<file path="src/rtl/dpm_pkg.sv">
// Shared types and helpers for the dual-pointer memory port.
// Assumes a 20-bit video address space and a 16-bit stride field.
package dpm_pkg;
    localparam int VA_W   = 20;
    localparam int STEP_W = 16;

    typedef enum logic [1:0] {RG_RAM, RG_GAP, RG_BANK} region_t;
    typedef enum logic [1:0] {SRC_REG, SRC_RAM, SRC_BANK, SRC_NONE} rsrc_t;

    // Stride from its 4-bit code: zero for code 0, otherwise a single set bit.
    function automatic logic [STEP_W-1:0] step_of(input logic [3:0] code);
        logic [STEP_W-1:0] s;
        s = '0;
        if (code != 4'd0) s[code - 4'd1] = 1'b1;
        return s;
    endfunction
endpackage

</file>
<file path="src/rtl/dpm_pointer.sv">
// One address pointer with its stride code and three stored config bytes.
// Assumes wr_en and adv are never high together (the top guarantees this).
// clr is the soft-reset request and behaves like rst_n.
module dpm_pointer
    import dpm_pkg::*;
(
    input  logic                 clk,
    input  logic                 rst_n,
    input  logic                 clr,
    input  logic                 wr_en,
    input  logic [1:0]           wr_idx,
    input  logic [7:0]           wr_data,
    input  logic                 adv,
    output logic [VA_W-1:0]      addr,
    output logic [2:0][7:0]      raw
);
    logic [STEP_W-1:0] step;

    // Stride derived from the stored code nibble.
    assign step = step_of(raw[2][7:4]);

    // Pointer and config-byte state: clear, load or advance.
    always_ff @(posedge clk) begin
        if (!rst_n || clr) begin
            addr <= '0;
            raw  <= '0;
        end else if (wr_en) begin
            case (wr_idx)
                2'd0: begin raw[0] <= wr_data; addr[7:0]  <= wr_data; end
                2'd1: begin raw[1] <= wr_data; addr[15:8] <= wr_data; end
                default: begin
                    raw[2] <= wr_data;
                    addr[VA_W-1:16] <= wr_data[VA_W-17:0];
                end
            endcase
        end else if (adv) begin
            addr <= addr + VA_W'(step);
        end
    end

    a_r3_step_pow2: assert property (@(posedge clk) disable iff (!rst_n)
        $countones(step) <= 1);

    a_r4_nonzero_step_moves: assert property (@(posedge clk) disable iff (!rst_n)
        (adv && !clr && !wr_en && step != '0) |=> addr != $past(addr));

    a_r1_clean_after_reset: assert property (@(posedge clk) disable iff (!rst_n)
        $rose(rst_n) |-> (addr == '0 && raw == '0));
endmodule

</file>
<file path="src/rtl/dpm_decode.sv">
// Sorts a 20-bit address into RAM, gap or bank window.
// Assumes the bank window is the top 64 KiB. BANK_MASK marks which
// 4 KiB banks have a responder behind them.
module dpm_decode
    import dpm_pkg::*;
#(
    parameter int          RAM_AW    = 17,
    parameter logic [15:0] BANK_MASK = 16'h018F
) (
    input  logic [VA_W-1:0] addr,
    output region_t         region,
    output logic            bank_hit,
    output logic [3:0]      bank_id,
    output logic [11:0]     bank_off
);
    // Area select from the upper address bits.
    always_comb begin
        if (addr[VA_W-1:RAM_AW] == '0)       region = RG_RAM;
        else if (addr[VA_W-1:16] == '1)      region = RG_BANK;
        else                                 region = RG_GAP;
    end

    assign bank_id  = addr[15:12];
    assign bank_off = addr[11:0];
    assign bank_hit = (region == RG_BANK) && BANK_MASK[bank_id];
endmodule

</file>
<file path="src/rtl/dpm_port.sv">
// Eight-register processor window with two auto-advancing pointers.
// Assumes at most one of cpu_wr/cpu_rd per cycle is meaningful (write wins),
// and that RAM and banks answer reads exactly one cycle after the request.
module dpm_port
    import dpm_pkg::*;
#(
    parameter int          RAM_AW    = 17,
    parameter logic [15:0] BANK_MASK = 16'h018F,
    localparam int         NPTR      = 2
) (
    input  logic              clk,
    input  logic              rst_n,
    input  logic [2:0]        cpu_sel,
    input  logic              cpu_wr,
    input  logic              cpu_rd,
    input  logic [7:0]        cpu_wdata,
    output logic              cpu_rvalid,
    output logic [7:0]        cpu_rdata,
    output logic              soft_rst_o,
    output logic              ram_req,
    output logic              ram_we,
    output logic [RAM_AW-1:0] ram_addr,
    output logic [7:0]        ram_wdata,
    input  logic [7:0]        ram_rdata,
    output logic              bank_req,
    output logic              bank_we,
    output logic [3:0]        bank_id,
    output logic [11:0]       bank_off,
    output logic [7:0]        bank_wdata,
    input  logic [7:0]        bank_rdata
);
    logic                        sel_q;
    logic                        soft_q;
    logic                        rvalid_q;
    rsrc_t                       src_q;
    logic [7:0]                  hold_q;
    logic [NPTR-1:0][VA_W-1:0]   p_addr;
    logic [NPTR-1:0][2:0][7:0]   p_raw;
    logic                        rd_go, cfg_wr, data_acc, port, soft_hit;
    logic [VA_W-1:0]             acc_addr;
    region_t                     region;
    logic                        bank_hit;
    logic [7:0]                  reg_val;

    // Strobe decode for the current bus cycle.
    assign rd_go    = cpu_rd && !cpu_wr;
    assign cfg_wr   = cpu_wr && (cpu_sel <= 3'd2);
    assign data_acc = (cpu_wr || cpu_rd) && (cpu_sel == 3'd3 || cpu_sel == 3'd4);
    assign port     = (cpu_sel == 3'd4);
    assign soft_hit = cpu_wr && (cpu_sel == 3'd5) && cpu_wdata[7];
    assign acc_addr = p_addr[port];

    // One pointer instance per data register.
    for (genvar g = 0; g < NPTR; g++) begin : g_ptr
        dpm_pointer u_ptr (
            .clk     (clk),
            .rst_n   (rst_n),
            .clr     (soft_hit),
            .wr_en   (cfg_wr && (sel_q == 1'(g))),
            .wr_idx  (cpu_sel[1:0]),
            .wr_data (cpu_wdata),
            .adv     (data_acc && (port == 1'(g))),
            .addr    (p_addr[g]),
            .raw     (p_raw[g])
        );
    end

    dpm_decode #(.RAM_AW(RAM_AW), .BANK_MASK(BANK_MASK)) u_dec (
        .addr     (acc_addr),
        .region   (region),
        .bank_hit (bank_hit),
        .bank_id  (bank_id),
        .bank_off (bank_off)
    );

    // Requests toward RAM and banks, issued in the access cycle.
    assign ram_req    = data_acc && (region == RG_RAM);
    assign ram_we     = cpu_wr;
    assign ram_addr   = acc_addr[RAM_AW-1:0];
    assign ram_wdata  = cpu_wdata;
    assign bank_req   = data_acc && bank_hit;
    assign bank_we    = cpu_wr;
    assign bank_wdata = cpu_wdata;

    // Value of a non-data register for the current select.
    always_comb begin
        case (cpu_sel)
            3'd0, 3'd1, 3'd2: reg_val = p_raw[sel_q][cpu_sel[1:0]];
            3'd5:             reg_val = {7'd0, sel_q};
            default:          reg_val = 8'hFF;
        endcase
    end

    // Select bit, soft-reset pulse and read-return bookkeeping.
    always_ff @(posedge clk) begin
        if (!rst_n) begin
            sel_q    <= 1'b0;
            soft_q   <= 1'b0;
            rvalid_q <= 1'b0;
            src_q    <= SRC_NONE;
            hold_q   <= 8'hFF;
        end else begin
            soft_q   <= soft_hit;
            rvalid_q <= rd_go;
            if (soft_hit)                          sel_q <= 1'b0;
            else if (cpu_wr && cpu_sel == 3'd5)    sel_q <= cpu_wdata[0];
            if (rd_go) begin
                hold_q <= reg_val;
                if (!data_acc)                src_q <= SRC_REG;
                else if (region == RG_RAM)    src_q <= SRC_RAM;
                else if (bank_hit)            src_q <= SRC_BANK;
                else                          src_q <= SRC_NONE;
            end
        end
    end

    // Read data return mux.
    always_comb begin
        case (src_q)
            SRC_REG:  cpu_rdata = hold_q;
            SRC_RAM:  cpu_rdata = ram_rdata;
            SRC_BANK: cpu_rdata = bank_rdata;
            default:  cpu_rdata = 8'hFF;
        endcase
    end

    assign cpu_rvalid = rvalid_q;
    assign soft_rst_o = soft_q;

    a_r13_single_request: assert property (@(posedge clk) disable iff (!rst_n)
        $onehot0({ram_req, bank_req}));

    a_r5_read_returns_next: assert property (@(posedge clk) disable iff (!rst_n)
        (cpu_rd && !cpu_wr) |=> cpu_rvalid);

    a_r9_gap_quiet: assert property (@(posedge clk) disable iff (!rst_n)
        (data_acc && region == RG_GAP) |-> (!ram_req && !bank_req));

    a_r7_state_cleared: assert property (@(posedge clk) disable iff (!rst_n)
        soft_rst_o |-> (sel_q == 1'b0 && p_addr == '0));
endmodule

</file>
<file path="config.mk">
export PLATFORM = sky130hd
export DESIGN_NAME = dpm_port
export DESIGN_NICKNAME = d
export VERILOG_FILES = /design/src/rtl/dpm_pkg.sv /design/src/rtl/dpm_pointer.sv /design/src/rtl/dpm_decode.sv /design/src/rtl/dpm_port.sv
export SDC_FILE = /design/constraint.sdc
export NUM_CORES = 1
export LEC_CHECK = 0
export CAP_MARGIN = 10
export CORE_MARGIN = 2
export CORE_UTILIZATION = 50
export CTS_CLUSTER_DIAMETER = 50
export DETAILED_ROUTE_END_ITERATION = 10
export GPL_ROUTABILITY_DRIVEN = 0
export PLACE_DENSITY = 0.69
export SYNTH_ARGS = -nofsm -noshare
export SYNTH_HDL_FRONTEND = slang
export SYNTH_HIERARCHICAL = 1
export SYNTH_SLANG_ARGS = --single-unit
</file>
<file path="constraint.sdc">
create_clock -name clk -period 5.73 [get_ports clk]
set_clock_uncertainty 0.2 [all_clocks]
set_input_delay 1.719 -clock clk [delete_from_list [all_inputs] [get_ports clk]]
set_output_delay 1.719 -clock clk [all_outputs]
set_load 0.1 [all_outputs]
</file>
Yosys cells after proc, flatten, opt, wreduce, memory -nomap -nowiden
Memories as Yosys holds them, arrays and structs flattened.
Cells that the tools add are included.
Word-level totals
  output and inout bits: 63
  bits in writable memories: 0
  memories: 1
  register bits: 101
  bits in latches: 0
  word-level logic and storage cells: 121
  input port bits: 31
  memory bits (read-only): 16
Memory list
  (name not given): depth 16, width 1, rd ports 1, clocked after Yosys merged registers in 0, write ports 0, RTL line dpm_decode.sv:25  | assign bank_hit = (region == RG_BANK) && BANK_MASK[bank_id];
Cells by class
  $add $sub $neg: 4
  div/mod/pow operators: 0
  eq/ne operators: 16
  magnitude comparators: 9
  bitwise logic cells: 4
  reductions and logical operators: 43
  $mul: 0
  shift-type cells: 0
  mux-type cells: 27
Operators with widths (number)
  20-bit 2-to-1 mux: 6
  24-bit 2-to-1 mux: 2
  20-bit by 16-bit adder with 20-bit output: 2
  16-bit 2-to-1 mux: 2
  8-bit 2-to-1 mux: 3
  8-bit one-hot mux with 3 select lines: 1
  2-bit AND reduction: 12
  8-bit binary-select mux with 2-bit select: 1
  8-bit one-hot mux with 2 select lines: 1
  4-bit by 5-bit < comparator with 1-bit output, second input constant: 3
  1-bit logical AND: 14
  2-bit inequality test, second input constant: 6
  1-bit demux with 4-bit select: 2
  4-bit by 1-bit >= comparator with 1-bit output, second input constant: 2
  2-bit 2-to-1 mux: 4
  4-bit nonzero test: 2
  4-bit by 1-bit subtractor with 4-bit output, second input constant: 2
  3-bit by 2-bit == test with 1-bit output, second input constant: 2
  3-bit == test, second input constant: 2
  2-bit zero test: 3
  3-bit zero test: 2
  2-bit by 1-bit == test with 1-bit output, second input constant: 2
  2-bit == test, second input constant: 2
  4-bit == test, second input constant: 1
  12 further kinds: 24

Logic depth before layout (Yosys ltp)
  depth in word-level cells: 11
  mapped depth: 12
  mapped depth without buffers: 12

Cells and area by module
The synthesis kept the hierarchy.
By module, submodules not included
  dpm_pointer: seq. area each 880.8 sq um, cells each 365, instances 2, area an instance 2758.9 sq um
  dpm_port: seq. area each 260.2 sq um, cells each 203, instances 1, area an instance 1806.7 sq um
  dpm_decode: seq. area each 0.0 sq um, cells each 24, instances 1, area an instance 162.7 sq um

Worst setup path after synthesis
OpenSTA, ideal clock, no wires.
  path type: input -> output
  start point: in cpu_sel[0]
  end point: out ram_req
  data required time: 3.811 ns
  path slack: -1.110 ns
  arrival time: 4.921 ns
  buffers on the path: 2
  cell stages on the path: 8
  cells stage by stage: buf_4 > nand2b_4 > nor2_8 > buf_6 > mux2_4 > nor3_1 > nor2_1 > nor3_1
On the way
  cells in the longest elaborated chain, start to end: 8
  elaborated cells between the ends (all ways): 12
  classes of those cells: 3 x eq/ne; 4 x mux; 5 x reduce/logical
RTL lines
  start: declaration: RTL line dpm_port.sv:13  | input logic [2:0] cpu_sel,
  3-bit == test *: RTL line dpm_port.sv:49  | assign port = (cpu_sel == 3'd4);
  20-bit 2-to-1 mux (implied by the code) * (2 in series): RTL line dpm_port.sv:51  | assign acc_addr = p_addr[port];
  net acc_addr[18]: RTL line dpm_port.sv:40  | logic [VA_W-1:0] acc_addr;
  4-bit == test: RTL line dpm_decode.sv:19  | else if (addr[VA_W-1:16] == '1) region = RG_BANK;
  2-bit 2-to-1 mux: RTL line dpm_decode.sv:19
  2-bit 2-to-1 mux *: RTL line dpm_decode.sv:18  | if (addr[VA_W-1:RAM_AW] == '0) region = RG_RAM;
  net region[0]: RTL line dpm_port.sv:41  | region_t region;
  2-bit zero test *: RTL line dpm_port.sv:77  | assign ram_req = data_acc && (region == RG_RAM);
  1-bit logical AND *: RTL line dpm_port.sv:77
  end: declaration: RTL line dpm_port.sv:20  | output logic ram_req,
The timed path passes the listed nets; every way through them passes the cells marked *. The select of a mux whose other input is x is not followed.

Worst setup path in the final report
Same ends and word-level chain as after synthesis.

==> results.txt <==
For the worst setup path, the data required time is 3810 ps. The tools report the net total in the final layout as 1,052. The worst ir drop on vdd is 0.134 mV. Sorting the synthesized cells by how often they occur yields sky130_fd_sc_hd__nand2_1, sky130_fd_sc_hd__a21oi_1, sky130_fd_sc_hd__dfxtp_1. For the worst-skew pair, the clock arrives at the later sink with an insertion delay of 360 ps. The logs give 22.5 mm for the routed wire length and 0 for the number of inserted diodes. The maximum number of pins on one net before global-route repair came out at 33.

Fill cells in the final layout number 1,298. The library cell appearing most often on the critical path is sky130_fd_sc_hd__nor3_4. After synthesis, the cell types taking the most area are sky130_fd_sc_hd__dfxtp_1, sky130_fd_sc_hd__nand2_1, sky130_fd_sc_hd__a21oi_1. The starting density of the core was 0.513. The worst setup path is captured at a primary output. In this run the horizontal extent of the chip is 126 um. In this run the vertical extent of the chip is 126 um. For the number of core rows, the log shows 44. In this design, the stage delay of the slowest critical-path cell is 420 ps. The deepest clock path buffer count came out at 2. The logs give 35.3 mm for the global-route wire length before repair and 3 for the count of H-tree levels built during CTS. The tools report the final count of negative-setup-slack endpoints as 0. For the finished layout cell area, the log shows 8900 sq um. The type of element launching the critical path was an input pin. Total count of hold-check failures in the final report: 0. The largest individual stage delay along the critical path comes from the cell sky130_fd_sc_hd__clkdlybuf4s50_1.

Along the worst path, the maximum fanout reaches 6. The final period demand of the worst path was 5660 ps; the gate count after technology mapping was 957. In this run, synthesis inferred 0 flip-flops with an integrated enable. The headroom to the max-slew limit was 0.355; the post-synthesis area per instance was 7.82 sq um. For the distinct cell type count after synthesis, the log shows 67. The ratio of cells with drive above 1 in the final layout came out at 0.176. The final max-slew violation count came out at 0. The HPWL after detailed placement is 16.9 mm. Counting flops and latches in the post-synthesis netlist gives 101. The relative area change from synthesis to final layout was 18.9%; the clock-pin slew of the registers on the worst-case setup and hold paths was 70 ps. After detailed routing, the number of remaining DRC violations is 0. Dividing the detail-routed wire length by the instance count gives 19.2 um.

The run gives 1,022 as the synthesized netlist net count. The min-delay analysis places its worst path in the category register to register. The count of buffers added on input and output ports is 93.

For the max-capacitance violation count, the log shows 0. The detail route stage leaves a number of antenna-violating nets equal to 0. Summing all placed instances gives a cell area of 8580 sq um.

The first detailed-routing pass took 5 iterations. Setup repair after global routing left no endpoint under its margin. The run gives 3.43 nW as the leakage power figure.

The tools report the area enclosed by the die boundary as 16,000 sq um. The worst setup path is of the input pin to primary output kind. The slew at the pin closest to its max-slew limit is 965 ps.

Counting the buffers created by CTS gives 9. The final worst-path cycle share is 0.988, and the count of clock tree sinks is 101. The via count of the first global-routing pass is 6,415. The initial detailed-routing violation count came out at 649. The critical path goes through clkdlybuf4s50_1, nand2b_4, nor2_8, clkbuf_4, mux2_4, nor3_4, nor2_4, nor3_4, buf_12. The logs give 7490 sq um for the cell area after synthesis and 94 for the number of ports placed on the die boundary. In the synthesized netlist the dominant register cell turns out to be sky130_fd_sc_hd__dfxtp_1. Global routing finished with a remaining overflow of 0. Global router's overall resource usage: 0.277.

The sequential cell area fraction in the yosys report came out at 0.270. The run finished with clean final reports. sky130_fd_sc_hd__dfxtp_1 takes more of the synthesized area than any other cell. TritonCTS built the clock tree.

Across all layers, the routed design uses 7,000 vias. The power density of the placed cells came out at 214 nW/um^2. The floorplan step defined a core boundary enclosing 14,600 sq um.

For the final routed database, the setup TNS stands at 0 ps. The run gives 0 as the count of hold-fix buffers inserted at cts. The number of vias per cell after detailed routing is 5.95. The async set or reset register ratio after synthesis was 0. The dominant cell by count in the synthesized netlist was sky130_fd_sc_hd__nand2_1. Derived from the worst setup path, the maximum achievable clock frequency is 177 MHz. Top-area cell type share of the netlist area: 0.270. The root buffer cell chosen for the clock tree is sky130_fd_sc_hd__clkbuf_16.

On the final layout, the worst hold slack is 256 ps. The logs give 6 for the synthesis warning total and 0 for the number of antenna violations at the first check in global routing. The tools report the data arrival time of the critical path as 3740 ps.
==> flip-flops by register name (all words and copies together) (netlist names) <==
name              flops
g_ptr.u_ptr/raw      48
g_ptr.u_ptr/addr     40
hold_q                8
src_q                 2
cpu_rvalid            1
sel_q                 1
soft_rst_o            1
==> layout by cell type, fill, tap and decap left out, types with 8 or more instances in the layout <==
master	Yosys	final
sky130_fd_sc_hd__nand3_1	21	21
sky130_fd_sc_hd__mux2_4	18	18
sky130_fd_sc_hd__clkbuf_16	0	9
sky130_fd_sc_hd__o21ai_1	14	14
sky130_fd_sc_hd__nor3_1	18	16
sky130_fd_sc_hd__buf_4	53	47
sky130_fd_sc_hd__a211oi_1	9	9
sky130_fd_sc_hd__xnor2_1	10	10
sky130_fd_sc_hd__inv_1	16	15
sky130_fd_sc_hd__buf_12	1	41
sky130_fd_sc_hd__o21ai_0	34	34
sky130_fd_sc_hd__dfxtp_1	101	101
sky130_fd_sc_hd__a21oi_1	109	109
sky130_fd_sc_hd__nand2b_1	24	24
sky130_fd_sc_hd__nor2_1	86	84
sky130_fd_sc_hd__ha_1	32	32
sky130_fd_sc_hd__xor2_1	14	14
sky130_fd_sc_hd__o22a_1	9	9
sky130_fd_sc_hd__nand2_1	148	148
sky130_fd_sc_hd__clkdlybuf4s50_1	0	31
sky130_fd_sc_hd__o211ai_1	11	11
sky130_fd_sc_hd__mux2i_1	23	23
sky130_fd_sc_hd__o22ai_1	10	10
sky130_fd_sc_hd__a21oi_2	8	8
sky130_fd_sc_hd__mux2_2	14	14
sky130_fd_sc_hd__nor2b_1	13	13
==> per-layer routing <==
layer | part of all wire | global-route usage
met1 | 0.46 | 0.396
met2 | 0.45 | 0.433
met3 | 0.062 | 0.0308
met4 | 0.028 | 0.104
met5 | 0 | 0
==> cell families (layout without fill, tap and decap cells) <==
kind of cell               Yosys count  count (layout)  share of synthesized area
muxes                               60              60                     0.0954
other                                2               2                    0.00100
and+or+nand+nor                    344             344                      0.211
DFF                                101             101                      0.270
adders and majority gates           34              34                     0.0588
AOI/OAI and AO/OA                  274             274                      0.240
buffers and inverters              118             153                     0.0961
xor gates and xnor gates            24              24                     0.0281
==> stage by stage <==
stage	std cells	setup slack, ps	utilization	power, mW
2_1_floorplan	957	144	-	1.15
3_3_place_gp	1158	69.3	0.588	1.30
3_5_place_dp	1158	57.9	0.588	1.31
4_1_cts	1174	61.3	0.608	1.91
5_1_grt	1176	0.509	0.610	1.97
6_report	1176	68.3	0.610	1.91
==> power breakdown <==
part | leakage, nW | internal, mW | switching, mW
Combinational | 2.47 | 0.182 | 0.360
Clock | 0.140 | 0.306 | 0.306
Sequential | 0.820 | 0.724 | 0.0315
Total | 3.43 | 1.21 | 0.697
==> critical path, delay by kind of cell <==
kind | cells | cell delay, ps
buffers and inverters | 3 | 820
multiplexers | 1 | 320
AND/OR/NAND/NOR | 5 | 860
==> cell type report <==
| cell class | count | area [sq um] | share of cell area |
|---|---|---|---|
| Sequential cell | 101 | 2020 | 0.227 |
| Timing Repair Buffer | 121 | 1500 | 0.169 |
| Clock inverter | 7 | 65.1 | 0.00731 |
| Clock buffer | 9 | 225 | 0.0253 |
| Multi-Input combinational cell | 738 | 4800 | 0.539 |
| Tap cell | 184 | 230 | 0.0259 |
| Inverter | 16 | 60.1 | 0.00674 |
==> final timing paths <==
check | startpoint | to | slack [ps] | cells after the start
worst min-delay path | g_ptr[0].u_ptr/raw[18]$_SDFFE_PP0P_ | g_ptr[0].u_ptr/raw[18]$_SDFFE_PP0P_ | 260 | 2
worst max register to register | g_ptr[0].u_ptr/raw[20]$_SDFFE_PP0P_ | g_ptr[0].u_ptr/addr[18]$_SDFFE_PP0P_ | 2330 | 12
worst min register to register | g_ptr[0].u_ptr/raw[18]$_SDFFE_PP0P_ | g_ptr[0].u_ptr/raw[18]$_SDFFE_PP0P_ | 260 | 2
worst max-delay path | cpu_sel[0] | ram_req | 70 | 9
==> timing repair <==
action | 4_1_cts | 5_1_grt
resized for setup | 0 | 7
setup endpoints to repair | 0 | 2
buffers inserted | 0 | 2
(Power assumes the default switching activity.)
